===== src/rtl/pic8_pkg.sv =====
package pic8_pkg;
  localparam int NUM_IN = 8;
  localparam int IDX_W  = $clog2(NUM_IN);
  localparam int BASE_W = 8 - IDX_W;

  typedef enum logic [2:0] {
    CFG_OFF, CFG_W2, CFG_W3, CFG_W4, CFG_RUN
  } cfg_st_t;

  typedef enum logic [1:0] {
    ACK_IDLE, ACK_ONE, ACK_GAP, ACK_TWO
  } ack_st_t;
endpackage


===== src/rtl/pic8_cfg.sv =====
module pic8_cfg
  import pic8_pkg::*;
(
  input  logic              clk,
  input  logic              rst_n,
  input  logic              wr_stb,
  input  logic              a0,
  input  logic [7:0]        wdata,
  output logic              armed,
  output logic [BASE_W-1:0] base,
  output logic              aeoi,
  output logic [NUM_IN-1:0] mask,
  output logic              init_clr,
  output logic              eoi
);
  cfg_st_t st_q;
  logic    single_q, need4_q;

  always_comb begin
    init_clr = wr_stb && !a0 && wdata[4];
    eoi      = wr_stb && !a0 && !wdata[4] && !wdata[3] && wdata[5] && (st_q == CFG_RUN);
    armed    = (st_q == CFG_RUN);
  end

  always_ff @(posedge clk or negedge rst_n) begin
    if (!rst_n) begin
      st_q     <= CFG_OFF;
      base     <= '0;
      aeoi     <= 1'b0;
      mask     <= '0;
      single_q <= 1'b1;
      need4_q  <= 1'b0;
    end else if (init_clr) begin
      st_q     <= CFG_W2;
      single_q <= wdata[1];
      need4_q  <= wdata[0];
      mask     <= '0;
      aeoi     <= 1'b0;
    end else if (wr_stb && a0) begin
      case (st_q)
        CFG_W2: begin
          base <= wdata[7:IDX_W];
          if (!single_q)   st_q <= CFG_W3;
          else if (need4_q) st_q <= CFG_W4;
          else              st_q <= CFG_RUN;
        end
        CFG_W3:  st_q <= need4_q ? CFG_W4 : CFG_RUN;
        CFG_W4: begin
          aeoi <= wdata[1];
          st_q <= CFG_RUN;
        end
        CFG_RUN: mask <= wdata;
        default: ;
      endcase
    end
  end


  mask_hold_chk: assert property (@(posedge clk) disable iff (!rst_n)
    (st_q == CFG_RUN && !(wr_stb && a0) && !init_clr) |=> $stable(mask));


  seq_adv_chk: assert property (@(posedge clk) disable iff (!rst_n)
    (st_q == CFG_W2 && wr_stb && a0 && !init_clr) |=> (st_q != CFG_W2));
endmodule


===== src/rtl/pic8_irr.sv =====
module pic8_irr
  import pic8_pkg::*;
(
  input  logic              clk,
  input  logic              rst_n,
  input  logic              armed,
  input  logic              clr_all,
  input  logic [NUM_IN-1:0] irq,
  input  logic [NUM_IN-1:0] take,
  output logic [NUM_IN-1:0] irr
);
  logic [NUM_IN-1:0] irq_q, rise, irr_d;

  always_comb begin
    rise  = irq & ~irq_q;
    irr_d = ((irr | (rise & {NUM_IN{armed}})) & irq) & ~take;
  end

  always_ff @(posedge clk or negedge rst_n) begin
    if (!rst_n) begin
      irq_q <= '0;
      irr   <= '0;
    end else begin
      irq_q <= irq;
      irr   <= clr_all ? '0 : irr_d;
    end
  end


  irr_level_chk: assert property (@(posedge clk) disable iff (!rst_n)
    1'b1 |=> ((irr & ~$past(irq)) == '0));
endmodule


===== src/rtl/pic8_prio.sv =====
module pic8_prio
  import pic8_pkg::*;
(
  input  logic [NUM_IN-1:0] pend,
  input  logic [NUM_IN-1:0] isr,
  output logic              req,
  output logic [IDX_W-1:0]  idx,
  output logic [NUM_IN-1:0] grant
);
  logic [NUM_IN-1:0] allowed, cand;
  logic              blocked, found;

  always_comb begin
    blocked = 1'b0;
    for (int i = 0; i < NUM_IN; i++) begin
      if (isr[i]) blocked = 1'b1;
      allowed[i] = !blocked;
    end
    cand  = pend & allowed;
    found = 1'b0;
    idx   = '0;
    grant = '0;
    for (int i = 0; i < NUM_IN; i++) begin
      if (cand[i] && !found) begin
        found    = 1'b1;
        idx      = IDX_W'(i);
        grant[i] = 1'b1;
      end
    end
    req = found;
  end


  grant_one_chk: assert final ($onehot0(grant));
endmodule


===== src/rtl/pic8_ack.sv =====
module pic8_ack
  import pic8_pkg::*;
(
  input  logic              clk,
  input  logic              rst_n,
  input  logic              inta_fall,
  input  logic              inta_rise,
  input  logic              inta_low,
  input  logic              clr_all,
  input  logic              aeoi,
  input  logic              eoi,
  input  logic              req,
  input  logic [IDX_W-1:0]  idx,
  input  logic [BASE_W-1:0] base,
  output logic [NUM_IN-1:0] isr,
  output logic [NUM_IN-1:0] take,
  output logic              busy,
  output logic              vec_drive,
  output logic [7:0]        vector
);
  ack_st_t           st_q;
  logic [IDX_W-1:0]  sel_q;
  logic              spur_q;
  logic [NUM_IN-1:0] eoi_bit, isr_d;
  logic              first_ack;

  always_comb begin
    first_ack = (st_q == ACK_IDLE) && inta_fall;
    take      = (first_ack && req) ? (NUM_IN'(1) << idx) : '0;
    busy      = (st_q != ACK_IDLE);
    vec_drive = inta_low && (st_q == ACK_GAP || st_q == ACK_TWO);
    vector    = {base, sel_q};
    eoi_bit   = '0;
    for (int i = NUM_IN - 1; i >= 0; i--) begin
      if (isr[i]) eoi_bit = NUM_IN'(1) << i;
    end
    isr_d = isr | take;
    if (st_q == ACK_TWO && inta_rise && aeoi && !spur_q)
      isr_d = isr_d & ~(NUM_IN'(1) << sel_q);
    if (eoi) isr_d = isr_d & ~eoi_bit;
  end

  always_ff @(posedge clk or negedge rst_n) begin
    if (!rst_n) begin
      st_q   <= ACK_IDLE;
      sel_q  <= '0;
      spur_q <= 1'b0;
      isr    <= '0;
    end else if (clr_all) begin
      st_q   <= ACK_IDLE;
      spur_q <= 1'b0;
      isr    <= '0;
    end else begin
      isr <= isr_d;
      case (st_q)
        ACK_IDLE: if (inta_fall) begin
          st_q   <= ACK_ONE;
          sel_q  <= req ? idx : IDX_W'(NUM_IN - 1);
          spur_q <= !req;
        end
        ACK_ONE: if (inta_rise) st_q <= ACK_GAP;
        ACK_GAP: if (inta_fall) st_q <= ACK_TWO;
        ACK_TWO: if (inta_rise) st_q <= ACK_IDLE;
        default: st_q <= ACK_IDLE;
      endcase
    end
  end


  take_lands_chk: assert property (@(posedge clk) disable iff (!rst_n)
    (take != '0 && !clr_all) |=> ((isr & $past(take)) != '0));


  aeoi_clear_chk: assert property (@(posedge clk) disable iff (!rst_n)
    (st_q == ACK_TWO && inta_rise && aeoi && !spur_q && !clr_all)
      |=> ((isr & (NUM_IN'(1) << $past(sel_q))) == '0));


  spur_keep_chk: assert property (@(posedge clk) disable iff (!rst_n)
    (first_ack && !req && !eoi && !clr_all) |=> $stable(isr));
endmodule


===== src/rtl/pic8.sv =====
module pic8
  import pic8_pkg::*;
(
  input  logic       clk,
  input  logic       rst_n,
  input  logic       cs_n,
  input  logic       rd_n,
  input  logic       wr_n,
  input  logic       a0,
  input  logic [7:0] d_in,
  output logic [7:0] d_out,
  output logic       d_oe,
  input  logic [7:0] irq_in,
  output logic       int_out,
  input  logic       inta_n,
  output logic [2:0] cas_out
);
  logic              wr_act, wr_act_q, wr_stb, rd_act;
  logic              inta_q, inta_fall, inta_rise;
  logic              armed, aeoi, init_clr, eoi;
  logic [BASE_W-1:0] base;
  logic [NUM_IN-1:0] mask, irr, isr, take, grant;
  logic              req, busy, vec_drive;
  logic [IDX_W-1:0]  idx;
  logic [7:0]        vector;

  always_ff @(posedge clk or negedge rst_n) begin
    if (!rst_n) begin
      wr_act_q <= 1'b0;
      inta_q   <= 1'b1;
    end else begin
      wr_act_q <= wr_act;
      inta_q   <= inta_n;
    end
  end

  always_comb begin
    wr_act    = !cs_n && !wr_n;
    wr_stb    = wr_act && !wr_act_q;
    rd_act    = !cs_n && !rd_n;
    inta_fall = inta_q && !inta_n;
    inta_rise = !inta_q && inta_n;
  end

  pic8_cfg u_cfg (
    .clk(clk), .rst_n(rst_n), .wr_stb(wr_stb), .a0(a0), .wdata(d_in),
    .armed(armed), .base(base), .aeoi(aeoi), .mask(mask),
    .init_clr(init_clr), .eoi(eoi)
  );

  pic8_irr u_irr (
    .clk(clk), .rst_n(rst_n), .armed(armed), .clr_all(init_clr),
    .irq(irq_in), .take(take), .irr(irr)
  );

  pic8_prio u_prio (
    .pend(irr & ~mask), .isr(isr), .req(req), .idx(idx), .grant(grant)
  );

  pic8_ack u_ack (
    .clk(clk), .rst_n(rst_n), .inta_fall(inta_fall), .inta_rise(inta_rise),
    .inta_low(!inta_n), .clr_all(init_clr), .aeoi(aeoi), .eoi(eoi),
    .req(req), .idx(idx), .base(base), .isr(isr), .take(take),
    .busy(busy), .vec_drive(vec_drive), .vector(vector)
  );

  always_comb begin
    int_out = armed && req && !busy;
    d_oe    = rd_act || vec_drive;
    if (vec_drive) d_out = vector;
    else           d_out = a0 ? mask : irr;
    cas_out = 3'b000;
  end


  oe_src_chk: assert property (@(posedge clk) disable iff (!rst_n)
    d_oe |-> (rd_act || !inta_n));


  mask_block_chk: assert property (@(posedge clk) disable iff (!rst_n)
    int_out |-> ((grant & mask) == '0 && grant != '0));
endmodule


===== config.mk =====
export PLATFORM = sky130hd
export DESIGN_NAME = pic8
export DESIGN_NICKNAME = d
export VERILOG_FILES = /design/src/rtl/pic8_pkg.sv /design/src/rtl/pic8_cfg.sv /design/src/rtl/pic8_irr.sv /design/src/rtl/pic8_prio.sv /design/src/rtl/pic8_ack.sv /design/src/rtl/pic8.sv
export SDC_FILE = /design/constraint.sdc
export NUM_CORES = 1
export LEC_CHECK = 0
export ABC_CLOCK_PERIOD_IN_PS = 1800
export BUFFER_PORTS_ARGS = -buffer_cell sky130_fd_sc_hd__buf_4
export CORE_ASPECT_RATIO = 0.9
export CORE_MARGIN = 2
export CORE_UTILIZATION = 52
export DETAILED_ROUTE_END_ITERATION = 8
export HOLD_SLACK_MARGIN = 0.06
export MAX_ROUTING_LAYER = met4
export PLACE_DENSITY = 0.82
export SLEW_MARGIN = 20
export SYNTH_ARGS = -nofsm -noshare
export SYNTH_HDL_FRONTEND = slang
export SYNTH_SLANG_ARGS = --single-unit

===== constraint.sdc =====
create_clock -name clk -period 1.8 [get_ports clk]
set_input_delay 0.09 -clock clk [delete_from_list [all_inputs] [get_ports clk]]
set_output_delay 0.09 -clock clk [all_outputs]
set_load 0.01 [all_outputs]

### Yosys cells after proc, flatten, opt, wreduce, memory -nomap -nowiden

Cells that the tools add are included.
W data, S select, Z words.

| cells by class | value |
|---|---|
| muxes and demuxes | 59 |
| reductions and logical operators | 71 |
| bitwise operators | 16 |
| shifts and indexed selects | 2 |
| equal/unequal tests | 11 |

Operators by type and width:

| cell | count |
|---|---|
| $mux W8 | 18 |
| $and A8 B8 Y8 | 8 |
| $not A8 Y8 | 5 |
| $logic_and A1 B1 Y1 | 27 |
| $logic_not A1 Y1 | 27 |
| $mux W3 | 9 |
| $mux W1 | 23 |
| $or A8 B8 Y8 | 2 |
| $shl A1 B3 Y8 const A | 2 |
| $mux W2 | 7 |
| $ne A3 B2 Y1 const B | 4 |
| $reduce_bool A2 Y1 | 6 |
| $pmux W3 S3 | 1 |
| $pmux W2 S4 | 1 |
| $reduce_and A2 Y1 | 4 |
| $eq A3 B2 Y1 const B | 2 |
| $reduce_and A3 Y1 | 2 |
| $eq A2 B2 Y1 const B | 2 |
| $reduce_and A4 Y1 | 1 |
| $reduce_bool A4 Y1 | 1 |
| $eq A3 B1 Y1 const B | 1 |
| $eq A3 B3 Y1 const B | 1 |
| $eq A2 B1 Y1 const B | 1 |
| $logic_not A2 Y1 | 1 |
| 2 further kinds | 3 |

| storage, ports and cells | value |
|---|---|
| register bits after elaboration | 51 |
| bits of input ports | 23 |
| logic and storage cells | 173 |

### Longest topological paths before layout

| depth | value |
|---|---|
| depth in word-level cells | 40 |
| mapped depth | 7 |
| mapped depth without buffers | 7 |

### Hierarchy

Synthesis repeated with hierarchy kept, for this count alone.

| second synthesis, totals | value |
|---|---|
| cells, all modules | 312 |
| area total of the unflattened synthesis | 2995.4 um^2 |

Modules (own cells, without submodules):

| module | cells each | seq. area each (um^2) | times used | area an instance (um^2) |
|---|---|---|---|---|
| pic8_ack | 101 | 350.3 | 1 | 932.1 |
| pic8_cfg | 86 | 476.7 | 1 | 924.6 |
| pic8_irr | 41 | 400.4 | 1 | 565.5 |
| pic8 | 48 | 51.3 | 1 | 337.8 |
| pic8_prio | 36 | 0.0 | 1 | 235.2 |

### Least setup slack after synthesis

No wires, ideal clock.

| timing | value |
|---|---|
| path type | register to register |
| from | register u_ack.isr[2] |
| to | register u_ack.isr[5] |
| path slack | -0.024 ns |
| buffers on the path | 1 |
| arrival | 1.730 ns |
| cell stages (with the launch flop) | 7 |
| data required time | 1.706 ns |
| period minus slack after synthesis | 1.824 ns |
| setup time | 0.094 ns |
| cells stage by stage | dfrtp_1 > buf_6 > nor4_4 > or3b_1 > nor4_2 > o211ai_1 > a221oi_2 |

| on the way | value |
|---|---|
| longest elaborated chain between the ends | 28 |
| elaborated cells on any way between the ends | 49 |
| those cells by class | shift: 1; mux: 25; bitwise: 5; reduce/logical: 18 |

RTL lines:

| what | line | text |
|---|---|---|
| start, declared | pic8_ack.sv:15 | `output logic [NUM_IN-1:0] isr,` |
| start signal, assigned | pic8_ack.sv:54 | `isr <= isr_d;` |
| $mux W1 | pic8_prio.sv:16 | `if (isr[i]) blocked = 1'b1;` |
| $logic_not A1 Y1 | pic8_prio.sv:17 | `allowed[i] = !blocked;` |
| $and A8 B8 Y8 | pic8_prio.sv:19 | `cand = pend & allowed;` |
| $logic_and A1 B1 Y1 | pic8_prio.sv:24 | `if (cand[i] && !found) begin` |
| $mux W1 | pic8_prio.sv:24 |  |
| $logic_not A1 Y1 | pic8_prio.sv:24 |  |
| $logic_and A1 B1 Y1 | pic8_prio.sv:24 |  |
| $mux W1 | pic8_prio.sv:24 |  |
| (+12 left out) | n/a |  |
| $shl A1 B3 Y8 / $logic_and A1 B1 Y1 (equally long branches) | pic8_ack.sv:29 | `take = (first_ack && req) ? (NUM_IN'(1) << idx) : '0;` |
| $mux W8 | pic8_ack.sv:29 |  |
| $or A8 B8 Y8 | pic8_ack.sv:37 | `isr_d = isr \| take;` |
| $and A8 B8 Y8 | pic8_ack.sv:39 | `isr_d = isr_d & ~(NUM_IN'(1) << sel_q);` |
| $mux W8 | pic8_ack.sv:38 | `if (st_q == ACK_TWO && inta_rise && aeoi && !spur_q)` |
| $and A8 B8 Y8 | pic8_ack.sv:40 | `if (eoi) isr_d = isr_d & ~eoi_bit;` |
| $mux W8 * | pic8_ack.sv:40 |  |
| $mux W8 * | pic8_ack.sv:49 | `end else if (clr_all) begin` |

Every way passes the cells marked *; elsewhere a longest branch is shown, timed or not.
A chain may end at the register's enable or synchronous reset.

### Worst setup path after layout

| timing | value |
|---|---|
| from | register u_ack.isr[3] |
| to | register u_ack.isr[0] |

| on the way | value |
|---|---|
| longest elaborated chain between the ends | 25 |
| elaborated cells on any way between the ends | 44 |
| those cells by class | shift: 1; mux: 23; bitwise: 5; reduce/logical: 15 |

RTL lines:

| what | line |
|---|---|
| $mux W1 | pic8_prio.sv:16 |
| $logic_not A1 Y1 | pic8_prio.sv:17 |
| $and A8 B8 Y8 | pic8_prio.sv:19 |
| $logic_and A1 B1 Y1 | pic8_prio.sv:24 |
| $mux W1 | pic8_prio.sv:24 |
| $logic_not A1 Y1 | pic8_prio.sv:24 |
| $logic_and A1 B1 Y1 | pic8_prio.sv:24 |
| $mux W1 | pic8_prio.sv:24 |
| (+9 left out) | n/a |
| $shl A1 B3 Y8 / $logic_and A1 B1 Y1 (equally long branches) | pic8_ack.sv:29 |
| $mux W8 | pic8_ack.sv:29 |
| $or A8 B8 Y8 | pic8_ack.sv:37 |
| $and A8 B8 Y8 | pic8_ack.sv:39 |
| $mux W8 | pic8_ack.sv:38 |
| $and A8 B8 Y8 | pic8_ack.sv:40 |
| $mux W8 * | pic8_ack.sv:40 |
| $mux W8 * | pic8_ack.sv:49 |

Marked as above.

==> impl_metrics.ini <==
[global_routing]
grt_antenna_before_repair = 0
overflow = 0
grt_pass1_wl_um = 13990
grt_start_max_net_pins = 52
grt_pass1_vias = 2822
grt_use_total_pct = 33.04

[synth]
synth-seq-cells = 51
syn_inst = 273
synth_top_area_share_pct = 44.65
ys.warnings.count = 0
seq_area_frac_synth_pct = 46.56
synthDistinctLibCells = 56
async_reset_ff_share_pct = 100.0
synth-edff-count = 0
synth_top_flop_cell = dfrtp_1
yosys-top-cells-area = dfrtp_1 (45%), nor2_1 (4.8%), mux2i_1 (3.6%)
syn_avg_cell_area_um2 = 10.06
syn_area_um2 = 2746
yosysTopAreaCell = dfrtp_1

[floorplan]
core_um2 = 5161
ios = 36
dieArea_um2 = 5880
fp.dieW_um = 80.61
die_height_um = 72.95
floorplan.initialDensity_pct = 53.21
fp-row-count = 25

[layout]
nets = 420
drive_gt1_share_pct = 45.43
insertedDiodeCount = 0
fillers = 286
syn_to_final_growth_pct = 53.99

[worst_setup_path]
path_buf_inv = 2
arrival_ns = 2.18
endpoint_kind = flop
ff2ff_path_depth = 7
start_kind = flop
crit_family = compound AO/OA/AOI/OAI gates
critPathRequiredTime_ns = 2.02
cp.depth = 7
slowest_stage = dfrtp_2
cp_max_fo = 4
r2r_end = u_ack.isr[0]$_DFF_PN0_
worstSetupPathType = reg -> reg
worstReg2RegStart = u_ack.isr[3]$_DFF_PN0_
slowest_delay_ns = 0.47
r2r_slack_ns = -0.16
path_cells = nor4b_4 > o21bai_4 > buf_4 > buf_6 > a22o_4 > nand3b_1 > a221oi_2

[placed_design]
gp_congestion = 0.9974
dpl_worst_slack_ns = -0.07781
portBuffers = 32
dp_hpwl_um = 5989

[pwr]
leakagePower_nw = 1.908
vdd_drop_max_v = 0.001094
finalPower_mw = 5.765
p_per_area_nw_per_um2 = 1363

[drt]
detail-route-antenna-nets = 0
drc = 0
wl_per_cell_um = 21.75
drtIter0Drc = 207
viasPerCell = 6.330
drt_wl_total_um = 10030
via_count = 2918
firstDrtPassIters = 5

[timing]
fin_ws_ns = -0.1574
hold_viol = 0
skew_ns = 0.008323
rsz0062_at_grt = true
max_freq_mhz = 510.9
relSlewSlack_pct = 52.31
setup_viol = 24
slew_violations = 0
min_period_over_period_pct = 108.7
fin_tns_setup_ns = -1.654
fin_crit_ns = 1.957
worst_pin_slew_ns = 0.7127

[worst_hold_path]
hold_path_class = in -> async

[clock_tree]
clock_sinks = 51
path_clk_slew_ns = 0.09
root_buffer = clkbuf_8
cts_buffers = 5
cts_tree = done
h-tree-depth = 2
clk-insertion-delay-late_ns = 0.32
cts_max_path_buffers = 2

[flow_run]
drv_cap = 0

[run_status]
outcome = complete, but fails checks
violations = negative setup slack
-- what timing repair did --
action | in CTS | in global routing
pin swaps | 12 | 17
gates resized for setup | 37 | 55
buffers inserted | 10 | 12
hold endpoints to repair | 83 | 0
setup endpoints to repair | 23 | 34
gates cloned | 1 | 0
hold buffers | 20 | 0
-- final cells by class --
type,count,area [um^2],area share (%)
repair buffers,121,1028,24.32
clock inverters,1,5.005,0.1183
well taps,67,83.83,1.982
multi-input cells,208,1732,40.95
clock buffers,7,76.32,1.805
inverters,6,22.52,0.5325
flip-flops and latches,51,1281,30.30
-- layer usage --
| layer | share of wire, % | wire length [um] | global-route usage [%] |
|---|---|---|---|
| met2 | 50 | 4998 | 54.72 |
| met3 | 6.5 | 651 | 5.693 |
| met5 | 0 | 0 | - |
| met4 | 4.1 | 412 | 14.31 |
| met1 | 40 | 3966 | 40.00 |
-- power breakdown --
group | switching (mW) | total, mW | internal (mW)
registers | 0.314 | 1.75 | 1.44
logic | 1.67 | 3.34 | 1.67
clock network | 0.398 | 0.672 | 0.274
-- flip-flops by register name, summed over array words and instances, names as in the netlist, 2 cells and up --
name and count:
u_ack.isr 8, u_cfg.st_q 3, u_ack.st_q 2, u_cfg.base 5, u_irr.irq_q 8, u_ack.sel_q 3
u_cfg.mask 8, u_irr.irr 8
-- how the worst max path moves through the flow --
stage / end / slack, ns / start
detailed placement: u_ack.isr[4]$_DFF_PN0_ / -0.08 / u_cfg.st_q[1]$_DFFE_PN0P_
CTS: int_out / -0.12 / u_cfg.mask[7]$_DFFE_PN0P_
global placement: u_ack.isr[4]$_DFF_PN0_ / -0.13 / u_cfg.st_q[1]$_DFFE_PN0P_
finish: u_ack.isr[0]$_DFF_PN0_ / -0.16 / u_ack.isr[3]$_DFF_PN0_
floorplan: u_ack.isr[5]$_DFF_PN0_ / 0.03 / u_ack.isr[3]$_DFF_PN0_
global route: u_ack.isr[4]$_DFF_PN0_ / -0.23 / u_ack.st_q[0]$_DFFE_PN0P_
-- placed cells by master (no fill, tap or decap), types with 3 or more instances in the layout --
cell type and count:
nor2_4 10, buf_4 88, dfrtp_1 47, nand3_1 7, nand2b_1 5, a21oi_2 13, nor2_1 25, clkbuf_8 5
dlygate4sd3_1 20, a221oi_2 4, nand2_1 16, o21ai_0 10, mux2i_1 10, o211ai_1 5, conb_1 3, o2111a_1 5
a22o_1 8, nor4_4 3, nor2_2 3, inv_1 6, a21oi_1 6, mux2_4 5, buf_6 10, and2_1 3
nand4_1 3, nor2b_1 3, nor3_1 5
-- per-stage QoR --
step,hold WS [ns],area (um^2),utilization [%],cells
2_1_floorplan,-0.2056,2754,-,275
3_3_place_gp,0.1589,3362,65.14,410
3_5_place_dp,0.1627,3362,65.14,410
4_1_cts,0.2328,3894,75.44,449
5_1_grt,0.3522,4229,81.94,461
6_report,0.3338,4229,81.94,461
-- cells in the mapped netlist, drive strengths merged (5+ instances only) --
library cell / count
mux2: 5
a221oi: 5
o2111a: 5
nor4: 7
a21oi: 19
o211ai: 5
nor3: 7
mux2i: 10
o21ai: 13
nand2: 18
nand2b: 6
a22o: 9
buf: 8
dfrtp: 49
nand3: 8
inv: 6
nor2: 38
-- worst reg2reg max path, cell delays in order, from the launching register on --
cell	delay [ns]
dfrtp_2	0.47
nor4b_4	0.32
o21bai_4	0.21
buf_4	0.15
buf_6	0.11
a22o_4	0.13
nand3b_1	0.19
a221oi_2	0.29
-- cells by family (layout without fill, tap and decap cells) --
kind of cell / Yosys count / in the layout / share of synthesized area [%]
AND/OR/NAND/NOR: 112 / 112 / 22.96
flip-flops: 51 / 51 / 46.56
buffers and inverters: 16 / 135 / 3.052
other: 1 / 3 / 0.1365
multiplexers: 15 / 15 / 5.695
AO/OA/AOI/OAI: 74 / 74 / 19.77
adder cells (fa/ha/maj): 4 / 4 / 1.822
Note: power is estimated with default switching activity, not from simulation.
